===== src/rtl/nco_pkg.sv =====
package nco_pkg;
  localparam int FREQ_W  = 28;
  localparam int PHASE_W = 12;
  localparam int SEL_W   = 4;
  localparam int ENTRIES = 1 << SEL_W;

  // Strobes and words handed from control to datapath each cycle
  typedef struct packed {
    logic               accClear;
    logic               gateOn;
    logic [FREQ_W-1:0]  step;
    logic [PHASE_W-1:0] offset;
  } nco_ctl_t;
endpackage


===== src/rtl/nco_bank.sv =====
module nco_bank #(
  parameter int WIDTH = 28,
  parameter int SEL_W = 4
) (
  input  logic             clk,
  input  logic             rst_n,
  input  logic             wrEn,
  input  logic [SEL_W-1:0] wrIdx,
  input  logic [WIDTH-1:0] wrData,
  input  logic [SEL_W-1:0] rdIdx,
  output logic [WIDTH-1:0] rdData
);
  localparam int DEPTH = 1 << SEL_W;

  logic [WIDTH-1:0] mem [DEPTH];

  always_ff @(posedge clk or negedge rst_n) begin
    if (!rst_n) begin
      for (int i = 0; i < DEPTH; i++) mem[i] <= '0;
    end else if (wrEn) begin
      mem[wrIdx] <= wrData;
    end
  end

  assign rdData = mem[rdIdx];

  for (genvar g = 0; g < DEPTH; g++) begin : gChk
    // an accepted write lands in the addressed entry
    assert_write_lands_R8: assert property (@(posedge clk) disable iff (!rst_n)
      (wrEn && wrIdx == SEL_W'(g)) |=> mem[g] == $past(wrData));
    // without an accepted write an entry keeps its value
    assert_entry_hold_R9: assert property (@(posedge clk) disable iff (!rst_n)
      !(wrEn && wrIdx == SEL_W'(g)) |=> $stable(mem[g]));
  end
endmodule


===== src/rtl/nco_ctrl.sv =====
module nco_ctrl
  import nco_pkg::*;
(
  input  logic              clk,
  input  logic              rst_n,
  input  logic              hostWrEn,
  input  logic              hostBank,
  input  logic [SEL_W-1:0]  hostIdx,
  input  logic [FREQ_W-1:0] hostData,
  input  logic              seqActive,
  input  logic [SEL_W-1:0]  freqSel,
  input  logic [SEL_W-1:0]  phaseSel,
  input  logic              phaseReset,
  input  logic              outEnable,
  output nco_ctl_t          ctl
);
  logic               wrAccept;
  logic               wrFreq;
  logic               wrPhase;
  logic [FREQ_W-1:0]  freqWord;
  logic [PHASE_W-1:0] phaseWord;

  assign wrAccept = hostWrEn && !seqActive;
  assign wrFreq   = wrAccept && !hostBank;
  assign wrPhase  = wrAccept && hostBank;

  nco_bank #(.WIDTH(FREQ_W), .SEL_W(SEL_W)) i_freqBank (
    .clk(clk), .rst_n(rst_n), .wrEn(wrFreq), .wrIdx(hostIdx),
    .wrData(hostData), .rdIdx(freqSel), .rdData(freqWord));

  nco_bank #(.WIDTH(PHASE_W), .SEL_W(SEL_W)) i_phaseBank (
    .clk(clk), .rst_n(rst_n), .wrEn(wrPhase), .wrIdx(hostIdx),
    .wrData(hostData[PHASE_W-1:0]), .rdIdx(phaseSel), .rdData(phaseWord));

  always_comb begin
    ctl.accClear = phaseReset;
    ctl.gateOn   = outEnable;
    ctl.step     = freqWord;
    ctl.offset   = phaseWord;
  end

  // a locked port never raises a bank write strobe
  assert_locked_port_R9: assert property (@(posedge clk) disable iff (!rst_n)
    seqActive |-> !(wrFreq || wrPhase));
endmodule


===== src/rtl/nco_datapath.sv =====
module nco_datapath
  import nco_pkg::*;
(
  input  logic               clk,
  input  logic               rst_n,
  input  nco_ctl_t           ctl,
  output logic [PHASE_W-1:0] phaseOut
);
  logic [FREQ_W-1:0]  acc;
  logic [FREQ_W-1:0]  accView;
  logic [PHASE_W-1:0] phaseSum;

  always_ff @(posedge clk or negedge rst_n) begin
    if (!rst_n)            acc <= '0;
    else if (ctl.accClear) acc <= '0;
    else                   acc <= acc + ctl.step;
  end

  assign accView  = ctl.accClear ? '0 : acc;
  assign phaseSum = accView[FREQ_W-1 -: PHASE_W] + ctl.offset;
  assign phaseOut = ctl.gateOn ? phaseSum : '0;

  // a held phase reset leaves the accumulator at zero
  assert_acc_cleared_R6: assert property (@(posedge clk) disable iff (!rst_n)
    ctl.accClear |=> acc == '0);
  // accumulation wraps modulo 2^FREQ_W
  assert_acc_step_R2: assert property (@(posedge clk) disable iff (!rst_n)
    !ctl.accClear |=> acc == FREQ_W'($past(acc) + $past(ctl.step)));
  // a zero step freezes the accumulator
  assert_zero_step_R10: assert property (@(posedge clk) disable iff (!rst_n)
    (!ctl.accClear && ctl.step == '0) |=> $stable(acc));
endmodule


===== src/rtl/banked_nco.sv =====
module banked_nco
  import nco_pkg::*;
(
  input  logic               clk,
  input  logic               rst_n,
  input  logic               hostWrEn,
  input  logic               hostBank,
  input  logic [SEL_W-1:0]   hostIdx,
  input  logic [FREQ_W-1:0]  hostData,
  input  logic               seqActive,
  input  logic [SEL_W-1:0]   freqSel,
  input  logic [SEL_W-1:0]   phaseSel,
  input  logic               phaseReset,
  input  logic               outEnable,
  output logic [PHASE_W-1:0] phaseOut
);
  nco_ctl_t ctl;

  nco_ctrl i_ctrl (
    .clk(clk), .rst_n(rst_n), .hostWrEn(hostWrEn), .hostBank(hostBank),
    .hostIdx(hostIdx), .hostData(hostData), .seqActive(seqActive),
    .freqSel(freqSel), .phaseSel(phaseSel), .phaseReset(phaseReset),
    .outEnable(outEnable), .ctl(ctl));

  nco_datapath i_datapath (
    .clk(clk), .rst_n(rst_n), .ctl(ctl), .phaseOut(phaseOut));

  // gating at the port forces a zero phase word
  assert_gate_zero_R7: assert property (@(posedge clk) disable iff (!rst_n)
    !outEnable |-> phaseOut == '0);
endmodule


===== config.mk =====
export PLATFORM = sky130hd
export DESIGN_NAME = banked_nco
export DESIGN_NICKNAME = d
export VERILOG_FILES = /design/src/rtl/nco_pkg.sv /design/src/rtl/nco_bank.sv /design/src/rtl/nco_ctrl.sv /design/src/rtl/nco_datapath.sv /design/src/rtl/banked_nco.sv
export SDC_FILE = /design/constraint.sdc
export NUM_CORES = 1
export LEC_CHECK = 0
export BUFFER_PORTS_ARGS = -buffer_cell sky130_fd_sc_hd__buf_4
export CORE_MARGIN = 8
export CORE_UTILIZATION = 57
export DETAILED_ROUTE_END_ITERATION = 7
export HOLD_SLACK_MARGIN = 0.08
export PLACE_DENSITY = 0.76
export SETUP_SLACK_MARGIN = 0.4
export SLEW_MARGIN = 0
export SYNTH_ARGS = -nofsm -noshare
export SYNTH_HDL_FRONTEND = slang
export SYNTH_SLANG_ARGS = --single-unit

===== constraint.sdc =====
create_clock -name clk -period 8.4 [get_ports clk]
set_input_delay 2.52 -clock clk [delete_from_list [all_inputs] [get_ports clk]]
set_output_delay 2.52 -clock clk [all_outputs]
set_load 0.02 [all_outputs]

==> impl_metrics.toml <==
[status]
outcome = "complete, no violations"

[worst_setup_path]
start_kind = "input pin"
path_class = "in2out"
crit_slowest_cell = "mux4_2"
crit_chain = "buf_16, buf_12, mux4_2, mux4_2, ha_4, o21a_1, a2111oi_4, o21bai_1, a21oi_2, xnor2_1, and2_1, buf_6"
critPathArrivalTime_ns = 5.49
max_stage_delay_ns = 0.52
r2r_start = "i_ctrl.i_freqBank.mem[196]$_DFFE_PN0P_"
reg2reg_slack_ns = 4.25
worst_r2r_endpoint = "i_datapath.acc[26]$_DFF_PN0_"
path_common_cell = "mux4_2"
reg2regPathDepth = 11
worst-path-buf-inv = 3
endpoint_kind = "output port"
crit_family = "multiplexers"
crit_cells = 12
worst-path-max-fanout = 7
crit_required_ns = 5.88

[place]
finalWeightedCongestion = 0.898
io_buffers = 58
post-dp-hpwl_um = 42500
dpl-instance-area_um2 = 32700

[yosys]
synth_edf_count = 0
synth-async-reset-ratio = 1.00
synth_area_leader_cell = "dfrtp_1"
synth.distinct_cells = 59
yosysMostFrequentCell = "dfrtp_1"
synthFlopType = "dfrtp_1"
synth_common_cells = "dfrtp_1 (668), mux2_2 (610), mux4_2 (197)"
ys_seq_area_frac = 0.529
synth.avg_cell_area_um2 = 15.4
synth.cell_area_um2 = 31600
yosys_warnings = 0
syn_nets = 2138
synth_seq_cells = 668
synthTopCellsByArea = "dfrtp_1 (53%), mux2_2 (22%), mux4_2 (14%), ha_1 (1.5%), clkbuf_1 (1.5%)"
synthCells = 2051
yosysTopAreaCellShare = 0.529

[floorplan]
start_util = 0.575
core-area_um2 = 55000
die_w_um = 251
ios = 59
core.rowCount = 86
die_area_um2 = 63200
die_h_um = 251

[grt]
grt_antenna_before_repair = 1
grt_max_degree = 197
grt.overflow.total = 0
grt_first_pass_wirelength_um = 117000
track_usage = 0.238
grt_pass1_vias = 19600

[sta]
skew_ns = 0.0134
fmax_mhz = 125
max_slew_margin = 0.189
min_period_ns = 8.01
drv_slew = 0
finalHoldViolCount = 0
finalCritPeriodShare = 0.953
finalSetupViolations = 0
tightest_slew_ns = 1.21
rsz0062_at_grt = "true"
finalSetupTns_ns = 0

[clock_tree]
clock_latency_ns = 0.61
clkSlewWorstSetupHoldPaths_ns = 0.06
cts.sinks = 668
cts-root-buf = "clkbuf_16"
cts_buffers = 71
htree_levels = 3
cts_buffer_depth = 3
cts_tree = "yes"

[cells_and_area]
final_cell_area_um2 = 35400
drive_above_1_share = 0.505
synthToLayoutAreaGrowth_pct = 12.0
nets = 2140

[hold_path]
hold_depth = 1
min_from = "i_ctrl.i_freqBank.mem[363]$_DFFE_PN0P_"
hold_end = "i_ctrl.i_freqBank.mem[363]$_DFFE_PN0P_"
worstHoldPathType = "reg2reg"

[pwr]
vdd_ir_drop_max_v = 0.000154
cellInternalPower_mw = 6.30
swShare = 0.254
combPwrFrac = 0.167
leakagePower_nw = 16.4
switchingPower_mw = 2.15
pwr-share-seq = 0.464
p_per_area_nw_per_um2 = 239
clockPowerShare = 0.370
total_power_mw = 8.45

[routing]
first_iter_violations = 1363
wl_per_cell_um = 25.9
vias = 18100
wirelength_um = 73900
ant_nets = 0
via_per_inst = 6.33
first_pass_iters = 5
drc = 0

[job]
maxCapViolCount = 0
-- kinds of logic after synthesis --
family,Yosys count,synth area share
DFF,668,0.529
xor gates and xnor gates,20,0.00554
adders and majority gates,40,0.0163
and+or+nand+nor,186,0.0314
buffers and inverters,179,0.0229
AOI/OAI and AO/OA,116,0.0241
muxes,842,0.371
-- sequential cells by signal, indices dropped and copies added (netlist names) --
name                    cells
i_ctrl.i_freqBank.mem     448
i_ctrl.i_phaseBank.mem    192
i_datapath.acc             28
-- worst max path at each step --
stage / startpoint / end / slack, ns
after floorplan: phaseSel[1] / phaseOut[11] / 0.43
after global placement: phaseSel[0] / phaseOut[10] / 0.18
after detailed placement: phaseSel[0] / phaseOut[10] / 0.10
after CTS: phaseSel[0] / phaseOut[10] / 0.40
after global routing: phaseSel[0] / phaseOut[9] / 0.31
final: phaseSel[0] / phaseOut[9] / 0.39
-- through the flow --
stage | setup slack, ns | hold slack, ns | std cells | util
after floorplan | 0.435 | 0.453 | 2051 | -
after global placement | 0.177 | 0.467 | 2718 | 0.595
after detailed placement | 0.101 | 0.473 | 2718 | 0.595
after CTS | 0.402 | 0.495 | 2848 | 0.641
after global routing | 0.309 | 0.502 | 2854 | 0.643
final | 0.392 | 0.491 | 2854 | 0.643
-- routing by layer --
metal  GRT usage  wire (µm)  up-vias
met5           0          0        -
met1       0.332      31900     9816
met3      0.0444       3990      114
met2       0.379      35900      446
met4      0.0813       2140        0
li1            -          -     7692
-- worst register-to-register path, stage by stage, from the launching register on --
cell and delay, ns:
dfrtp_1 0.39, mux4_2 0.49, mux4_2 0.54, ha_1 0.25, fa_1 0.45, a21o_1 0.19
a21oi_2 0.18, o21bai_1 0.17, a2111oi_0 0.53, o21bai_1 0.27, or4_1 0.52, nand4b_1 0.12
-- power by group through the flow --
| stage | clock, mW | sequential, mW | combinational [mW] |
|---|---|---|---|
| finish | 3.12 | 3.92 | 1.41 |
| global placement | 0 | 3.94 | 1.32 |
| detailed placement | 0 | 3.97 | 1.37 |
| floorplan | 0 | 3.86 | 1.05 |
| CTS | 3.18 | 3.91 | 1.40 |
| global route | 3.31 | 3.96 | 1.54 |
-- final cells by class --
cell class | count | area (µm²)
fill | 3828 | 19600
sequential | 668 | 16700
multi-input combinational | 1204 | 14400
clock buffer | 111 | 2220
tap | 748 | 936
timing repair buffer | 95 | 925
clock inverter | 14 | 119
inverter | 13 | 48.8
antenna | 1 | 2.50
-- placed cells by master, fill, tap and decap left out, types with 4 or more instances in the layout --
master     netlist  routed
clkbuf_1       123      16
or4_1            4       4
buf_6            2       7
nor3_1          20      19
a21o_1          15      15
nand2_1         35      26
a211oi_1         5       4
clkbuf_8         0      19
buf_12           0       6
mux4_2         197     197
inv_1           13      12
clkinv_2         0       8
nor3b_1          9       7
and2_1           8       8
clkbuf_16        0      77
nand2b_1        11      11
o21bai_1         9       9
dfrtp_1        668     668
nand3_1         10       9
mux2_2         610     610
ha_1            38      30
buf_4            0      76
xnor2_1         16      16
o21ai_0         20      17
mux2_1          32      32
o21a_1          10      10
nand2_2          0       9
and3_1           5       5
nor2b_1         23      22
a21oi_2          2       5
nor2_2           1       9
nor2_1          38      29
ha_4             0       8
a21oi_1         30      27
xor2_1           4       4
o211ai_1         5       5
-- timing repair --
item                       CTS  global route
gates resized for setup     20            16
setup endpoints to repair    6             6
hold buffers                 0             0
buffers inserted             3             4
pin swaps                   12            16
gates cloned                 2             1
No activity file was read; power rests on OpenSTA's default activity.
